`src/rtl/adc_list_ctrl.sv`:
```
module adc_list_ctrl #(
  parameter int LIST_DEPTH = 16,
  parameter int RES_DEPTH  = 16
) (
  input  logic        clk,
  input  logic        rst_n,
  input  logic        wr_en,
  input  logic        rd_en,
  input  logic [4:0]  addr,
  input  logic [15:0] wdata,
  output logic [15:0] rdata,
  output logic        irq,
  input  logic        ev_ext,
  input  logic        ev_cnt_a,
  input  logic        ev_cnt_b,
  output logic        adc_start,
  output logic [7:0]  adc_cfg,
  input  logic        adc_done,
  input  logic [11:0] adc_data
);
  localparam int LW  = $clog2(LIST_DEPTH);
  localparam int LCW = $clog2(LIST_DEPTH + 1);
  localparam int RW  = $clog2(RES_DEPTH);
  localparam int RCW = $clog2(RES_DEPTH + 1);
  localparam logic [4:0] A_CTRL1 = 5'h00;
  localparam logic [4:0] A_CTRL2 = 5'h02;
  localparam logic [4:0] A_STAT  = 5'h04;
  localparam logic [4:0] A_DATA  = 5'h10;

  logic [15:0]    c1, c2;
  logic [7:0]     lst [LIST_DEPTH];
  logic [LCW-1:0] lcnt;
  logic [LW-1:0]  lidx;
  logic [11:0]    rmem [RES_DEPTH];
  logic [RW-1:0]  rwp, rrp;
  logic [RCW-1:0] rcnt;
  logic           busy, hf_q, start_q;
  logic [7:0]     cfg_q;
  logic [4:0]     cause;

  wire wr_c1 = wr_en && addr == A_CTRL1;
  wire wr_c2 = wr_en && addr == A_CTRL2;
  wire wr_st = wr_en && addr == A_STAT;
  wire wr_dt = wr_en && addr == A_DATA;
  wire rd_c1 = rd_en && addr == A_CTRL1;
  wire rd_dt = rd_en && addr == A_DATA;

  wire l_en_n = wr_c2 ? wdata[9]  : c2[9];
  wire r_en_n = wr_c2 ? wdata[10] : c2[10];
  wire l_full = lcnt == LCW'(LIST_DEPTH);
  wire r_full = rcnt == RCW'(RES_DEPTH);
  wire r_empty = rcnt == '0;
  wire hf = rcnt >= RCW'(RES_DEPTH / 2);
  wire trig = rd_c1 && c1[1:0] == 2'd1 && c2[9] && lcnt != '0 && !busy;
  wire last = LCW'(lidx) + LCW'(1) == lcnt;
  wire lpush = wr_dt && c2[9] && !l_full;
  wire rpush = adc_done && busy && c2[10] && !r_full;
  wire rpop = rd_dt && !r_empty;

  always_ff @(posedge clk) begin
    if (!rst_n) begin
      c1 <= '0;
      c2 <= '0;
    end else begin
      if (wr_c1) c1 <= wdata;
      if (wr_c2) c2 <= wdata;
    end
  end

  always_ff @(posedge clk) begin
    if (!rst_n || !l_en_n) begin
      lcnt <= '0;
      lidx <= '0;
    end else begin
      if (lpush) lcnt <= lcnt + LCW'(1);
      if (trig) lidx <= last ? '0 : lidx + LW'(1);
    end
  end

  always_ff @(posedge clk)
    if (lpush) lst[lcnt[LW-1:0]] <= wdata[7:0];

  always_ff @(posedge clk) begin
    if (!rst_n || !r_en_n) begin
      rwp  <= '0;
      rrp  <= '0;
      rcnt <= '0;
    end else begin
      if (rpush) rwp <= (rwp == RW'(RES_DEPTH - 1)) ? '0 : rwp + RW'(1);
      if (rpop)  rrp <= (rrp == RW'(RES_DEPTH - 1)) ? '0 : rrp + RW'(1);
      rcnt <= rcnt + RCW'(rpush) - RCW'(rpop);
    end
  end

  always_ff @(posedge clk)
    if (rpush) rmem[rwp] <= adc_data;

  always_ff @(posedge clk) begin
    if (!rst_n) begin
      busy    <= 1'b0;
      start_q <= 1'b0;
      cfg_q   <= '0;
      hf_q    <= 1'b0;
      cause   <= '0;
    end else begin
      if (wr_c1 && wdata[1:0] == 2'd0) busy <= 1'b0;
      else if (trig)                   busy <= 1'b1;
      else if (adc_done)               busy <= 1'b0;
      start_q <= trig;
      if (trig) cfg_q <= lst[lidx];
      hf_q <= hf;
      if (wr_st) cause <= '0;
      else cause <= cause | {ev_cnt_b, ev_cnt_a, trig && last, ev_ext, hf && !hf_q};
    end
  end

  wire [15:0] status = {3'b000, cause, 3'b000, r_full, hf, r_empty, l_full, busy};

  always_comb begin
    case (addr)
      A_CTRL1: rdata = c1;
      A_CTRL2: rdata = c2;
      A_STAT:  rdata = status;
      A_DATA:  rdata = r_empty ? 16'h0000 : {4'h0, rmem[rrp]};
      default: rdata = 16'h0000;
    endcase
  end

  assign irq       = c1[15] && |(cause & c1[12:8]);
  assign adc_start = start_q;
  assign adc_cfg   = cfg_q;

  AST_EMPTY_NO_START: assert property (@(posedge clk) disable iff (!rst_n)
    (rd_c1 && lcnt == '0) |=> !adc_start);
  AST_START_ACTIVE: assert property (@(posedge clk) disable iff (!rst_n)
    adc_start |-> status[0]);
  AST_FULL_HOLDS: assert property (@(posedge clk) disable iff (!rst_n)
    (r_full && !rd_dt && !wr_c2) |=> r_full);
  AST_CAUSE_CLEAR: assert property (@(posedge clk) disable iff (!rst_n)
    wr_st |=> cause == 5'd0);
  AST_ABANDON_IDLE: assert property (@(posedge clk) disable iff (!rst_n)
    (wr_c1 && wdata[1:0] == 2'd0) |=> !busy);
endmodule

```
`config.mk`:
```
export PLATFORM = sky130hd
export DESIGN_NAME = adc_list_ctrl
export DESIGN_NICKNAME = d
export VERILOG_FILES = /design/src/rtl/adc_list_ctrl.sv
export SDC_FILE = /design/constraint.sdc
export NUM_CORES = 1
export LEC_CHECK = 0
export BUFFER_PORTS_ARGS = -buffer_cell sky130_fd_sc_hd__buf_4
export CELL_PAD_IN_SITES_DETAIL_PLACEMENT = 0
export CELL_PAD_IN_SITES_GLOBAL_PLACEMENT = 1
export CORE_AREA = 2 2 260 134
export DETAILED_ROUTE_END_ITERATION = 7
export DIE_AREA = 0 0 262 136
export PLACE_DENSITY_LB_ADDON = 0.1
export SKIP_CTS_REPAIR_TIMING = 1
export SLEW_MARGIN = 10
export SYNTH_ARGS = -nofsm -noshare
export SYNTH_HDL_FRONTEND = slang
export SYNTH_SLANG_ARGS = --single-unit
export TNS_END_PERCENT = 50
```
`constraint.sdc`:
```
create_clock -name clk -period 3.2 [get_ports clk]
set_input_delay 0.96 -clock clk [delete_from_list [all_inputs] [get_ports clk]]
set_output_delay 0.96 -clock clk [all_outputs]
set_load 0.05 [all_outputs]
```
Yosys cells after proc, flatten, opt, wreduce, memory -nomap -nowiden
Memory sizes are Yosys's and may differ from the RTL's. A register that Yosys moved wholly into a read port is not among the register bits.
Index checks and enable logic that the tools add are counted.
- flip-flop bits (word level): 62
- bits in writable memories: 320
- output and inout port bits: 26
- word-level logic and storage cells: 87
- memories kept: 2
- memories (name ; words ; bits a word ; read ports ; clocked after memory_dff ; wr ports ; line ; source):
    rmem ; 16 ; 12 ; 1 ; 1 ; 1 ; 34 ; logic [11:0] rmem [RES_DEPTH];
    lst ; 16 ; 8 ; 1 ; 1 ; 1 ; 31 ; logic [7:0] lst [LIST_DEPTH];
- $add $sub $neg: 7
- magnitude comparators: 1
- equality and inequality tests: 9
- muxes and demuxes: 15
- bitwise logic cells: 3
- reduce and logical (&&, ||, !) cells: 39
- operators with widths (cell ; number):
    16-bit one-hot mux with 4 select lines ; 1
    1-bit logical AND ; 20
    4-bit 2-to-1 mux ; 5
    5-bit equality test (second input constant) ; 3
    4-bit by 1-bit adder with 4-bit output (second input constant) ; 3
    12-bit 2-to-1 mux ; 1
    5-bit zero test ; 2
    1-bit zero test ; 9
    4-bit equality test (second input constant) ; 2
    1-bit 2-to-1 mux ; 8
    4-bit by 1-bit adder with 5-bit output (second input constant) ; 1
    5-bit by 1-bit adder with 5-bit output ; 1
    5-bit by 1-bit adder with 5-bit output (second input constant) ; 1
    5-bit bitwise AND ; 1
    5-bit by 2-bit equality test with 1-bit output (second input constant) ; 1
    5-bit by 3-bit equality test with 1-bit output (second input constant) ; 1
    5-bit equality test ; 1
    5-bit by 4-bit >= comparator with 1-bit output (second input constant) ; 1
    5-bit OR ; 1
    5-bit nonzero test ; 1
    5-bit OR reduction ; 1
    5-bit by 1-bit subtractor with 5-bit output ; 1
    2-bit OR reduction ; 2
    2-bit by 1-bit equality test with 1-bit output (second input constant) ; 1
    4 further kinds ; 5

Logic depth before layout (Yosys ltp)
- depth after elaboration: 8
- gate-level depth with buffers: 14

Least setup slack after synthesis
Ideal clock, no wire load.
- path kind: in2out
- from: input port addr[2]
- to: output port rdata[2]
- arrival: 3108 ps
- required time: 2240 ps
- slack: -868 ps
- stages: 5
- buffers on the path: 1
- path through: or3_4 a211oi_2 nand2b_1 clkbuf_1 o21ai_0
- word-level cells in the longest chain between the ends: 2
- ends and longest elaborated chain (item ; line ; source):
    start: declaration ; 9 ; input logic [4:0] addr,
    5-bit equality test, or another cell as far along ; 120 ; case (addr)
    16-bit one-hot mux with 4 select lines (*) ; 120 ;
    end: declaration ; 11 ; output logic [15:0] rdata,
Every way passes the cells marked *; elsewhere a longest branch is shown, timed or not.

Worst setup path after layout
- from: input port addr[1]
- to: output port rdata[4]
The elaborated chain is that of the path after synthesis.

==> flow_metrics.env <==
export IMPL_synth_async_reset_ratio_pct=0
export IMPL_drv_cap=0
export IMPL_setup_ws_ns=-0.2537
export IMPL_antenna_found_initial=1
export IMPL_hold_slack_ns=0.4639
export IMPL_critical_path_class="primary input to primary output"
export IMPL_routed_wirelength_um=38320
export IMPL_worstPathArrival_ns=2.49
export IMPL_fp_row_count=48
export IMPL_syn_area_per_cell_um2=16.79
export IMPL_reg2reg_depth=15
export IMPL_reg2reg_from="rcnt[2]$_SDFF_PP0_"
export IMPL_crit_path_top_delay_cell="or3_4"
export IMPL_fill_cells=2617
export IMPL_holdCritStartpoint="c2[8]$_SDFFE_PN0P_"
export IMPL_fmax_mhz=289.5
export IMPL_crit_chain="buf_6 -> or3_4 -> a211oi_4 -> nand2_1 -> buf_6 -> o22a_1 -> o211ai_1 -> buf_4"
export IMPL_finalPower_uw=10080
export IMPL_synth_warnings=0
export IMPL_violations="negative setup slack"
export IMPL_grtUsageMet1_pct=36.49
export IMPL_grt_start_max_net_pins=34
export IMPL_remaining_drc_errors=0
export IMPL_pwr_density_cell_nw_per_um2=528.9
export IMPL_multiInputGateArea_um2=4544
export IMPL_setup_viol=16
export IMPL_n_antenna_cell=0
export IMPL_hpwl_um=26520
export IMPL_synth_area_um2=15780
export IMPL_dieArea_um2=35630
export IMPL_skew_ns=0.02025
export IMPL_die_w_um=262
export IMPL_clock_sinks=394
export IMPL_synth_seq_area_share_pct=70.29
export IMPL_max_stage_delay_ns=0.41
export IMPL_slew_violations=0
export IMPL_ff_latch_area_um2=11100
export IMPL_h_tree_depth=2
export IMPL_start_util_pct=46.92
export IMPL_gp_congestion=0.8031
export IMPL_cpMostUsedCell="buf_6"
export IMPL_yosysTopAreaCell="edfxtp_1"
export IMPL_path_max_fanout=12
export IMPL_grt_pass1_wl_um=56280
export IMPL_r2r_setup_slack_ns=0.43
export IMPL_end_kind="primary output"
export IMPL_grt_use_met2_pct=27.26
export IMPL_synth_edf_count=320
export IMPL_cts_tree="yes"
export IMPL_port_buffers=66
export IMPL_synth_cells=940
export IMPL_cp_required_ns=2.24
export IMPL_drtIter0Drc=876
export IMPL_worstPathBufferInverterCount=3
export IMPL_final_hold_viol_count=0
export IMPL_dieHeight_um=136
export IMPL_status="complete, but fails checks"
export IMPL_grt_ovfl_total=0
export IMPL_first_pass_iters=6
export IMPL_syn_nets=999
export IMPL_slew_headroom_pct=38.23
export IMPL_final_nets=1161
export IMPL_period_share_pct=107.9
export IMPL_netlist_area_leader_share_pct=60.90
export IMPL_synth_main_ff_cell="edfxtp_1"
export IMPL_p_leak_uw=0.006214
export IMPL_coreArea_um2=33630
export IMPL_worst_pin_slew_ns=0.9247
export IMPL_r2r_end="rcnt[4]$_SDFF_PP0_"
export IMPL_path_clk_slew_ns=0.06
export IMPL_synth_seq_cells=394
export IMPL_setup_tns_ns=-3.234
export IMPL_grt_pass1_vias=8629
export IMPL_cp_start_kind="primary input"
export IMPL_top_level_ports=67
export IMPL_cts_buffer_depth=3
export IMPL_wire_per_inst_um=24.29
export IMPL_met3_usage_pct=7.476
export IMPL_gr_max_usage_layer="met1"
export IMPL_ir_drop_mv=0.4019
export IMPL_worst_hold_path_type="register to register"
export IMPL_insertion_delay_ns=0.53
export IMPL_grtUsageTotal_pct=21.94
export IMPL_synth_cell_types=56
export IMPL_hold_depth=2
export IMPL_cts_buffers=37
export IMPL_cts_root_buf="clkbuf_16"
export IMPL_syn_to_final_growth_pct=20.80
export IMPL_vias=8824
export IMPL_ant_nets=0
export IMPL_cp_top_family="simple AND/OR/NAND/NOR gates"
export IMPL_routed_via_density=5.592
export IMPL_final_util_pct=56.67
export IMPL_layout_drive_gt1_share_pct=30.41
export IMPL_grt_setup_unrepaired="yes"
export IMPL_whs_endpoint="c2[8]$_SDFFE_PN0P_"
export IMPL_ys_top_cells_by_area="edfxtp_1 (61%), mux4_2 (11%), dfxtp_1 (9.4%)"
export IMPL_finalCriticalPeriod_ns=3.454
[metrics by stage]
stage,instances,worst slack (ns),area (um2)
global placement,1503,-0.2691,17610
CTS,1568,-0.3617,18790
global route,1578,-0.3256,19060
finish,1578,-0.2537,19060
detailed placement,1503,-0.2965,17610
floorplan,940,-0.1928,15900
[state kept, by name, indices dropped and copies added, names as in the netlist, named ones only]
signal / cells
adc_cfg: 8
lcnt: 5
hf_q: 1
rrp: 4
rwp: 4
lidx: 4
busy: 1
rcnt: 5
lst: 128
cause: 5
rmem: 192
adc_start: 1
c1: 16
c2: 16
[how the worst max path moves through the flow]
| stage | start | endpoint | slack, ns | cells past startpoint |
|---|---|---|---|---|
| floorplan | addr[2] | rdata[4] | -0.19 | 5 |
| global placement | addr[2] | rdata[8] | -0.27 | 8 |
| detailed placement | addr[2] | rdata[8] | -0.30 | 8 |
| CTS | rcnt[2]$_SDFF_PP0_ | rdata[9] | -0.36 | 10 |
| global route | addr[1] | rdata[11] | -0.33 | 8 |
| finish | addr[1] | rdata[4] | -0.25 | 8 |
[per-layer routing]
| layer | wire length (um) | vias up |
|---|---|---|
| met1 | 19980 | 4539 |
| met4 | 383 | 0 |
| met5 | 0 | - |
| met3 | 3471 | 35 |
| li1 | - | 3989 |
| met2 | 14490 | 261 |
[power by group]
| group | internal, uW | switching (uW) | total (uW) | leakage (uW) |
|---|---|---|---|---|
| Sequential | 5530 | 5.45 | 5540 | 0.00348 |
| Clock | 2520 | 1850 | 4370 | 0.000577 |
| Combinational | 59.2 | 110 | 169 | 0.00216 |
[kinds of logic (layout without fill, tap and decap cells)]
logic type | count (synthesis) | after routing | share of synthesized area (%)
adder cells (fa/ha/maj) | 18 | 18 | 1.475
buffers and inverters | 68 | 256 | 1.871
XOR/XNOR | 14 | 14 | 0.7771
flip-flops | 394 | 394 | 70.29
AO/OA/AOI/OAI | 127 | 127 | 6.122
AND/OR/NAND/NOR | 210 | 210 | 6.209
multiplexers | 109 | 109 | 13.26
[cell usage after synthesis, drive strengths merged (2+ instances only)]
| master | instances |
|---|---|
| dfxtp | 74 |
| o22ai | 8 |
| nand4 | 2 |
| nor2 | 57 |
| nor4bb | 3 |
| mux4 | 80 |
| o211ai | 2 |
| and2 | 5 |
| xor2 | 6 |
| nand2 | 98 |
| buf | 22 |
| nor3b | 3 |
| a222oi | 9 |
| a22o | 20 |
| nand3b | 2 |
| a21boi | 33 |
| o21ai | 6 |
| xnor2 | 8 |
| nor2b | 3 |
| nor3 | 9 |
| a22oi | 6 |
| clkbuf | 28 |
| or3 | 2 |
| ha | 17 |
| nand2b | 13 |
| o22a | 8 |
| o2111a | 2 |
| nand3 | 6 |
| a31oi | 3 |
| mux2i | 29 |
| o21a | 8 |
| a21oi | 16 |
| edfxtp | 320 |
| inv | 18 |
[worst reg2reg max path, cell delays in order (launching register included)]
cell      delay (ns)
dfxtp_2         0.33
inv_2           0.08
ha_1            0.14
nor3b_2         0.38
a211oi_4        0.13
buf_4           0.18
nand2_2         0.07
or2_2           0.14
nand2_1         0.05
ha_1            0.21
fa_1            0.42
a21oi_1         0.20
nor2_1          0.06
nor2_1          0.11
xnor2_1         0.12
nor2_1          0.05
[cells in the final DEF (no fill, tap or decap), drive strengths merged, types with 8 or more instances in the layout]
cell    Yosys  layout
o21a        8       8
mux2i      29      29
dfxtp      74      74
a21boi     33      33
nor3        9       9
nor2       57      57
edfxtp    320     320
a222oi      9       9
a22o       20      20
a21oi      16      16
nand2b     13      13
mux4       80      80
o22a        8       8
ha         17      17
clkbuf     28      56
inv        18      18
nand2      98      98
o22ai       8       8
buf        22     171
xnor2       8       8
[final cells by class]
type / instances / share of cell area [%]
Inverter: 18 / 0.3545
Sequential cell: 394 / 58.24
Clock buffer: 54 / 5.514
Timing Repair Buffer: 173 / 8.396
Multi-Input combinational cell: 478 / 23.84
Tap cell: 450 / 2.954
Clock inverter: 11 / 0.7024
(Power assumes the default switching activity.)
